<file path="config.mk">
export PLATFORM = sky130hd
export DESIGN_NAME = aud_io_decoder
export DESIGN_NICKNAME = d
export VERILOG_FILES = /design/src/rtl/aud_io_pkg.sv /design/src/rtl/aio_decode.sv /design/src/rtl/aio_regs.sv /design/src/rtl/aio_rdmux.sv /design/src/rtl/aud_io_decoder.sv
export SDC_FILE = /design/constraint.sdc
export NUM_CORES = 1
export LEC_CHECK = 0
export CAP_MARGIN = 20
export CORE_MARGIN = 2
export CORE_UTILIZATION = 44
export CTS_CLUSTER_SIZE = 40
export DETAILED_ROUTE_END_ITERATION = 8
export GPL_ROUTABILITY_DRIVEN = 0
export HOLD_SLACK_MARGIN = 0.08
export PLACE_DENSITY = 0.82
export SLEW_MARGIN = 10
export SYNTH_ARGS = -nofsm -noshare
export SYNTH_HDL_FRONTEND = slang
export SYNTH_SLANG_ARGS = --single-unit
</file>
<file path="constraint.sdc">
create_clock -name clk -period 2.4 [get_ports clk]
set_input_delay 0.24 -clock clk [delete_from_list [all_inputs] [get_ports clk]]
set_output_delay 0.24 -clock clk [all_outputs]
set_load 0.02 [all_outputs]
</file>
<file path="src/rtl/aud_io_pkg.sv">
package aud_io_pkg;
  localparam int ADDR_W  = 16;
  localparam int DATA_W  = 8;
  localparam int TMR_N   = 3;
  localparam int PORT_N  = 4;

  // Access target picked by the decoder for one bus strobe.
  typedef enum logic [2:0] {
    TGT_NONE = 3'd0,
    TGT_RAM  = 3'd1,
    TGT_ROM  = 3'd2,
    TGT_IO   = 3'd3,
    TGT_SND  = 3'd4,
    TGT_TMR  = 3'd5
  } tgt_e;

  // Offsets inside the control page; position is behaviour.
  localparam logic [3:0] OFF_TEST = 4'h0;
  localparam logic [3:0] OFF_CTRL = 4'h1;
  localparam logic [3:0] OFF_IDX  = 4'h2;
  localparam logic [3:0] OFF_DATA = 4'h3;
  localparam logic [3:0] OFF_PORT = 4'h4;
  localparam logic [3:0] OFF_TMR  = 4'hA;

  // Control byte bit positions.
  localparam int CTL_CLR_LO = 4;
  localparam int CTL_CLR_HI = 5;
  localparam int CTL_MAP    = 7;
endpackage

</file>
<file path="src/rtl/aio_decode.sv">
module aio_decode
  import aud_io_pkg::*;
#(
  parameter int ROM_BYTES = 64,
  parameter int SND_REGS  = 128
) (
  input  logic [ADDR_W-1:0] addr,
  input  logic              rd,
  input  logic              wr,
  input  logic              rom_map,
  input  logic [DATA_W-1:0] idx,
  output tgt_e              tgt
);
  localparam logic [ADDR_W-1:0] ROM_BASE = ADDR_W'((1 << ADDR_W) - ROM_BYTES);
  localparam logic [DATA_W:0]   SND_LIM  = (DATA_W+1)'(SND_REGS);

  logic in_page;
  logic idx_ok;

  assign in_page = (addr[ADDR_W-1:4] == 12'h00F);
  assign idx_ok  = ({1'b0, idx} < SND_LIM);

  always_comb begin
    tgt = TGT_NONE;
    if (rd || wr) begin
      if (in_page) begin
        case (addr[3:0])
          4'h3:             tgt = (!wr || idx_ok) ? TGT_SND : TGT_IO;
          4'h8, 4'h9:       tgt = TGT_RAM;
          4'hA, 4'hB, 4'hC: tgt = wr ? TGT_TMR : TGT_IO;
          4'hD, 4'hE, 4'hF: tgt = TGT_TMR;
          default:          tgt = TGT_IO;
        endcase
      end else if (rom_map && !wr && (addr >= ROM_BASE)) begin
        tgt = TGT_ROM;
      end else begin
        tgt = TGT_RAM;
      end
    end
  end
endmodule

</file>
<file path="src/rtl/aio_regs.sv">
module aio_regs
  import aud_io_pkg::*;
(
  input  logic                        clk,
  input  logic                        rst_n,
  input  logic                        wr_en,
  input  logic [3:0]                  off,
  input  logic [DATA_W-1:0]           wdata,
  output logic [TMR_N-1:0]            en,
  output logic                        rom_map,
  output logic [DATA_W-1:0]           idx,
  output logic [PORT_N-1:0][DATA_W-1:0] ports
);
  logic                          wr_ctrl, wr_idx;
  logic [TMR_N-1:0]              en_d;
  logic                          map_d;
  logic [DATA_W-1:0]             idx_d;
  logic [PORT_N-1:0][DATA_W-1:0] ports_d;
  logic [PORT_N-1:0]             port_ce;
  logic                          unused_ctl;

  assign wr_ctrl    = wr_en && (off == OFF_CTRL);
  assign wr_idx     = wr_en && (off == OFF_IDX);
  assign unused_ctl = ^{wdata[6], wdata[3]};

  always_comb begin
    en_d  = wr_ctrl ? wdata[TMR_N-1:0] : en;
    map_d = wr_ctrl ? wdata[CTL_MAP]   : rom_map;
    idx_d = wr_idx  ? wdata            : idx;
  end

  for (genvar p = 0; p < PORT_N; p++) begin : g_port
    logic hit, clr;
    assign hit = wr_en && (off == OFF_PORT + 4'(p));
    assign clr = wr_ctrl && wdata[CTL_CLR_LO + p/2];
    assign port_ce[p] = hit || clr;
    always_comb ports_d[p] = hit ? wdata : '0;

    always_ff @(posedge clk or negedge rst_n) begin
      if (!rst_n)          ports[p] <= '0;
      else if (port_ce[p]) ports[p] <= ports_d[p];
    end
  end

  always_ff @(posedge clk or negedge rst_n) begin
    if (!rst_n) begin
      en      <= '0;
      rom_map <= 1'b1;
      idx     <= '0;
    end else begin
      if (wr_ctrl) begin
        en      <= en_d;
        rom_map <= map_d;
      end
      if (wr_idx) idx <= idx_d;
    end
  end

  assert_port_clear_lo_R5: assert property (@(posedge clk) disable iff (!rst_n)
    (wr_ctrl && wdata[CTL_CLR_LO]) |=> (ports[0] == '0 && ports[1] == '0));
  assert_port_clear_hi_R5: assert property (@(posedge clk) disable iff (!rst_n)
    (wr_ctrl && wdata[CTL_CLR_HI]) |=> (ports[2] == '0 && ports[3] == '0));
  assert_test_reg_ignored_R8: assert property (@(posedge clk) disable iff (!rst_n)
    (wr_en && off == OFF_TEST) |=>
      ($stable(en) && $stable(rom_map) && $stable(idx) && $stable(ports)));
endmodule

</file>
<file path="src/rtl/aio_rdmux.sv">
module aio_rdmux
  import aud_io_pkg::*;
(
  input  tgt_e                          tgt,
  input  logic                          wr,
  input  logic [3:0]                    off,
  input  logic [DATA_W-1:0]             idx,
  input  logic [PORT_N-1:0][DATA_W-1:0] ports,
  input  logic [DATA_W-1:0]             ram_rdata,
  input  logic [DATA_W-1:0]             rom_rdata,
  input  logic [DATA_W-1:0]             snd_rdata,
  input  logic [DATA_W-1:0]             tmr_rdata,
  output logic [DATA_W-1:0]             rdata
);
  logic [DATA_W-1:0] io_data;

  always_comb begin
    io_data = '0;
    if (off == OFF_IDX) io_data = idx;
    else if (off[3:2] == 2'b01) io_data = ports[off[1:0]];
  end

  always_comb begin
    rdata = '0;
    if (!wr) begin
      case (tgt)
        TGT_RAM: rdata = ram_rdata;
        TGT_ROM: rdata = rom_rdata;
        TGT_IO:  rdata = io_data;
        TGT_SND: rdata = snd_rdata;
        TGT_TMR: rdata = tmr_rdata;
        default: rdata = '0;
      endcase
    end
  end
endmodule

</file>
<file path="src/rtl/aud_io_decoder.sv">
module aud_io_decoder
  import aud_io_pkg::*;
#(
  parameter int ROM_BYTES = 64,
  parameter int SND_REGS  = 128,
  localparam int ROM_AW   = $clog2(ROM_BYTES),
  localparam int SND_AW   = $clog2(SND_REGS)
) (
  input  logic               clk,
  input  logic               rst_n,
  input  logic [15:0]        cpu_addr,
  input  logic [7:0]         cpu_wdata,
  input  logic               cpu_rd,
  input  logic               cpu_wr,
  output logic [7:0]         cpu_rdata,
  output logic               ram_sel,
  output logic               ram_we,
  output logic [15:0]        ram_addr,
  output logic [7:0]         ram_wdata,
  input  logic [7:0]         ram_rdata,
  output logic               rom_sel,
  output logic [ROM_AW-1:0]  rom_addr,
  input  logic [7:0]         rom_rdata,
  output logic               io_sel,
  output logic               snd_rd,
  output logic               snd_wr,
  output logic [SND_AW-1:0]  snd_idx,
  output logic [7:0]         snd_wdata,
  input  logic [7:0]         snd_rdata,
  output logic [2:0]         tmr_en,
  output logic               tmr_rd,
  output logic               tmr_wr,
  output logic [2:0]         tmr_reg,
  output logic [7:0]         tmr_wdata,
  input  logic [7:0]         tmr_rdata
);
  localparam logic [15:0] ROM_BASE = 16'((1 << 16) - ROM_BYTES);

  logic [1:0]                    rst_sync;
  logic                          rst_n_int;
  tgt_e                          tgt;
  logic                          rom_map;
  logic [DATA_W-1:0]             idx;
  logic [PORT_N-1:0][DATA_W-1:0] ports;
  logic                          io_wr;
  logic [3:0]                    off_m;

  // Asynchronous assert, synchronous release.
  always_ff @(posedge clk or negedge rst_n) begin
    if (!rst_n) rst_sync <= 2'b00;
    else        rst_sync <= {rst_sync[0], 1'b1};
  end
  assign rst_n_int = rst_sync[1];

  aio_decode #(.ROM_BYTES(ROM_BYTES), .SND_REGS(SND_REGS)) u_dec (
    .addr(cpu_addr), .rd(cpu_rd), .wr(cpu_wr),
    .rom_map(rom_map), .idx(idx), .tgt(tgt)
  );

  assign io_wr = cpu_wr && (tgt == TGT_IO);

  aio_regs u_regs (
    .clk(clk), .rst_n(rst_n_int), .wr_en(io_wr), .off(cpu_addr[3:0]),
    .wdata(cpu_wdata), .en(tmr_en), .rom_map(rom_map), .idx(idx), .ports(ports)
  );

  aio_rdmux u_mux (
    .tgt(tgt), .wr(cpu_wr), .off(cpu_addr[3:0]), .idx(idx), .ports(ports),
    .ram_rdata(ram_rdata), .rom_rdata(rom_rdata), .snd_rdata(snd_rdata),
    .tmr_rdata(tmr_rdata), .rdata(cpu_rdata)
  );

  assign off_m     = cpu_addr[3:0] - OFF_TMR;
  assign ram_sel   = (tgt == TGT_RAM);
  assign ram_we    = ram_sel && cpu_wr;
  assign ram_addr  = cpu_addr;
  assign ram_wdata = cpu_wdata;
  assign rom_sel   = (tgt == TGT_ROM);
  assign rom_addr  = cpu_addr[ROM_AW-1:0];
  assign io_sel    = (tgt == TGT_IO);
  assign snd_rd    = (tgt == TGT_SND) && !cpu_wr;
  assign snd_wr    = (tgt == TGT_SND) && cpu_wr;
  assign snd_idx   = idx[SND_AW-1:0];
  assign snd_wdata = cpu_wdata;
  assign tmr_rd    = (tgt == TGT_TMR) && !cpu_wr;
  assign tmr_wr    = (tgt == TGT_TMR) && cpu_wr;
  assign tmr_reg   = off_m[2:0];
  assign tmr_wdata = cpu_wdata;

  assert_one_target_R11: assert property (@(posedge clk) disable iff (!rst_n_int)
    (cpu_rd || cpu_wr) |->
      $countones({ram_sel, rom_sel, io_sel, snd_rd | snd_wr, tmr_rd | tmr_wr}) == 1);
  assert_idle_quiet_R11: assert property (@(posedge clk) disable iff (!rst_n_int)
    !(cpu_rd || cpu_wr) |-> !(ram_sel || rom_sel || io_sel || snd_rd || snd_wr || tmr_rd || tmr_wr));
  assert_rom_write_ram_R3: assert property (@(posedge clk) disable iff (!rst_n_int)
    (cpu_wr && cpu_addr >= ROM_BASE) |-> (ram_we && !rom_sel));
  assert_snd_write_range_R7: assert property (@(posedge clk) disable iff (!rst_n_int)
    snd_wr |-> ({1'b0, idx} < 9'(SND_REGS)));
  assert_tmr_en_load_R4: assert property (@(posedge clk) disable iff (!rst_n_int)
    (cpu_wr && cpu_addr == 16'h00F1) |=> (tmr_en == $past(cpu_wdata[2:0])));
endmodule

</file>
==> results.py <==
metrics = {
    "synth": {
        "synth-seq-cells": 46,
        "ys_types": 53,
        "synth_seq_area_share_pct": 35.0,
        "synth_area_sq_um": 3290,
        "synth_nets": 419,
        "ys.flop_type": "dfrtp_1",
        "ys.warnings.count": 0,
        "async_flop_share_pct": 100,
        "syn_area_per_cell_sq_um": 9.17,
        "syn_inst": 359,
        "synth_edf_count": 0,
    },
    "power": {
        "powerDensity_nw_per_um2": 348,
        "sw_frac_of_total_pct": 28.5,
        "internal-power_mw": 1.28,
        "power_mw": 1.79,
        "p_leak_nw": 2.37,
        "ir_drop_v": 0.000346,
        "p_switching_mw": 0.510,
        "p_clk_share_pct": 28.3,
        "power_frac_seq_pct": 44.2,
        "pwr-share-comb_pct": 27.5,
    },
    "floorplan": {
        "die_w_microns": 90.5,
        "die-height_microns": 90.5,
        "die-area_sq_um": 8190,
        "start_util_pct": 45.4,
        "row_count": 31,
        "coreArea_sq_um": 7250,
        "boundaryPins": 135,
    },
    "timing": {
        "post-route-period-util_pct": 108,
        "final.setup.worst_slack_ns": -0.193,
        "setup_viol": 9,
        "relSlewSlack_pct": 35.9,
        "fmax_mhz": 386,
        "rsz0062_at_grt": "true",
        "period_minus_slack_ns": 2.59,
        "maxSlewViolCount": 0,
        "tightest_slew_ns": 0.962,
        "fin_tns_setup_ns": -1.22,
        "finalHoldViolCount": 0,
        "fin_skew_ns": 0.00606,
    },
    "run": {
        "max_cap_viol_count": 0,
    },
    "layout": {
        "syn2layout_area_growth_pct": 56.0,
        "drive_gt1_share_pct": 29.1,
        "num_antenna_cells": 0,
        "postLayoutCellArea_sq_um": 5140,
        "layout_commonest_cell": "clkdlybuf4s50_1",
        "final_util_pct": 70.8,
        "nNetsFinal": 568,
        "fillers": 519,
        "layout_common_cells": "104 x clkdlybuf4s50_1, 78 x nand2_1, 77 x buf_4",
    },
    "run_status": {
        "status": "complete, but fails checks",
        "violations": "setup timing",
    },
    "clock_network": {
        "htree_num_levels": 2,
        "clk_pin_slew_worst_paths_ns": 0.09,
        "insertion_delay_ns": 0.30,
        "cts-root-buf": "clkbuf_8",
        "cts_tree": "yes",
        "clock_sinks": 46,
        "clock_path_buffers": 2,
        "numCtsBuffers": 5,
    },
    "global_route": {
        "use_met2_pct": 46.0,
        "grt_pass1_vias": 3350,
        "antenna_found_initial": 0,
        "grt_max_degree": 45,
        "overflow": 0,
        "grt_first_pass_wirelength_microns": 16600,
        "grt_usage_pct": 24.8,
        "met1_usage_pct": 29.8,
        "met3_usage_pct": 4.84,
        "busiest_layer": "met2",
    },
    "routing": {
        "antenna_left": 0,
        "first_pass_iters": 5,
        "drt_iter0_drc": 203,
        "drc": 0,
        "via_count": 3345,
        "wire_per_inst_microns": 17.9,
        "vias_per_cell": 5.50,
        "wl_microns": 10900,
    },
    "min_path": {
        "hp-class": "register to register",
    },
    "critical_path": {
        "worstSetupPathType": "input pin to output pin",
        "cp-start-kind": "input pin",
        "required_ns": 2.16,
        "cp.arrival_ns": 2.35,
        "path_max_fanout": 3,
        "end_kind": "output pin",
        "cp_slowest_cell": "clkdlybuf4s50_1",
        "cp_slowest_stage_delay_ns": 0.50,
        "cpMostUsedCell": "buf_4",
        "crit_chain": "clkdlybuf4s50_1 > and4b_2 > nand3_4 > mux2i_4 > buf_4 > or3b_2 > a21oi_1 > or3_4 > buf_4",
    },
    "placed_design": {
        "hpwl_microns": 7750,
        "place_ws_ns": -0.718,
        "numPortBuffers": 134,
        "dpl_cell_area_sq_um": 4810,
    },
}
==> cell usage after synthesis (all sizes together), types with 2 or more instances <==
master | n | area share, %
nor4b | 3 | 0.99
mux2 | 12 | 5.0
nor3 | 7 | 1.8
nand4 | 4 | 0.76
o211ai | 2 | 0.46
a21oi | 12 | 2.2
o311ai | 3 | 1.6
a211oi | 4 | 0.91
nand2 | 78 | 8.9
a21o | 4 | 0.91
nor4 | 5 | 1.9
or3 | 5 | 0.95
o2bb2ai | 6 | 1.6
nor2 | 10 | 1.1
dfrtp | 45 | 34
nor2b | 3 | 0.57
o21ai | 17 | 2.6
buf | 62 | 14
inv | 14 | 1.6
or3b | 2 | 0.53
clkbuf | 6 | 0.68
nand3 | 2 | 0.30
nand2b | 5 | 0.95
mux2i | 8 | 2.4
mux4 | 8 | 5.5
a22oi | 8 | 1.8
and3 | 10 | 1.9
==> worst paths after layout <==
path	from	cells past startpoint	slack, ns	to
worst max-delay path	cpu_addr[6]	9	-0.19	cpu_rdata[0]
worst min-delay path	rst_sync[0]	0	0.36	rst_sync[1]
worst max register to register	u_regs.idx[7]	8	0.30	u_regs.ports[22]
worst min register to register	rst_sync[0]	0	0.36	rst_sync[1]
max in group asynchronous	rst_sync[1]	0	1.37	u_regs.en[0]
min in group asynchronous	rst_sync[1]	0	0.44	u_regs.ports[19]
==> layer usage <==
metal / up-vias / wire [microns]
li1: 1505 / -
met1: 1625 / 4320
met2: 185 / 5510
met3: 30 / 724
met4: 0 / 292
met5: - / 0
==> cell families (layout without fill, tap and decap cells) <==
family	Yosys count	count (layout)	synth area share, %
other	1	1	0.114
flip-flops	46	46	35.0
buffers and inverters	82	232	15.9
XOR/XNOR	1	1	0.266
AO/OA/AOI/OAI	60	60	13.0
AND/OR/NAND/NOR	141	141	22.8
multiplexers	28	28	12.9
==> critical path, delay by kind of cell <==
family	cells	cell delay [ns]
simple gates	4	0.98
mux	1	0.20
buf+inv	3	0.79
compound gates	1	0.15
==> power groups by stage <==
stage	logic (mW)	clock network, mW	registers [mW]
4_1_cts	0.472	0.513	0.791
5_1_grt	0.513	0.544	0.793
3_3_place_gp	0.451	0	0.807
6_report	0.491	0.506	0.791
2_1_floorplan	0.225	0	0.803
3_5_place_dp	0.459	0	0.807
==> metrics by stage <==
stage	hold slack, ns	std cells
finish	0.361	608
global route	0.371	608
CTS	0.368	604
detailed placement	0.346	590
global placement	0.339	590
floorplan	-0.0556	359
==> flip-flops by register name, indices dropped and copies added (netlist names) <==
name and count:
u_regs.rom_map 1, u_regs.en 3, rst_sync 2, u_regs.ports 32, u_regs.idx 8
==> final cells by class <==
cell class | instances | area (sq um) | share of cell area (%)
timing repair buffer | 210 | 1940 | 37.8
sequential | 46 | 1150 | 22.4
multi-input combinational | 231 | 1770 | 34.5
inverter | 14 | 52.6 | 1.02
tap | 99 | 124 | 2.41
clock buffer | 7 | 86.3 | 1.68
clock inverter | 1 | 8.76 | 0.170
==> repair_timing <==
item / CTS / global route
pin swaps: 7 / 8
hold buffers: 1 / 0
cloned: 1 / 1
endpoints found under the hold margin: 2 / 0
setup buffers: 5 / 3
setup endpoints to repair: 16 / 22
gates resized for setup: 101 / 28
No activity file was read; power rests on OpenSTA's default activity.
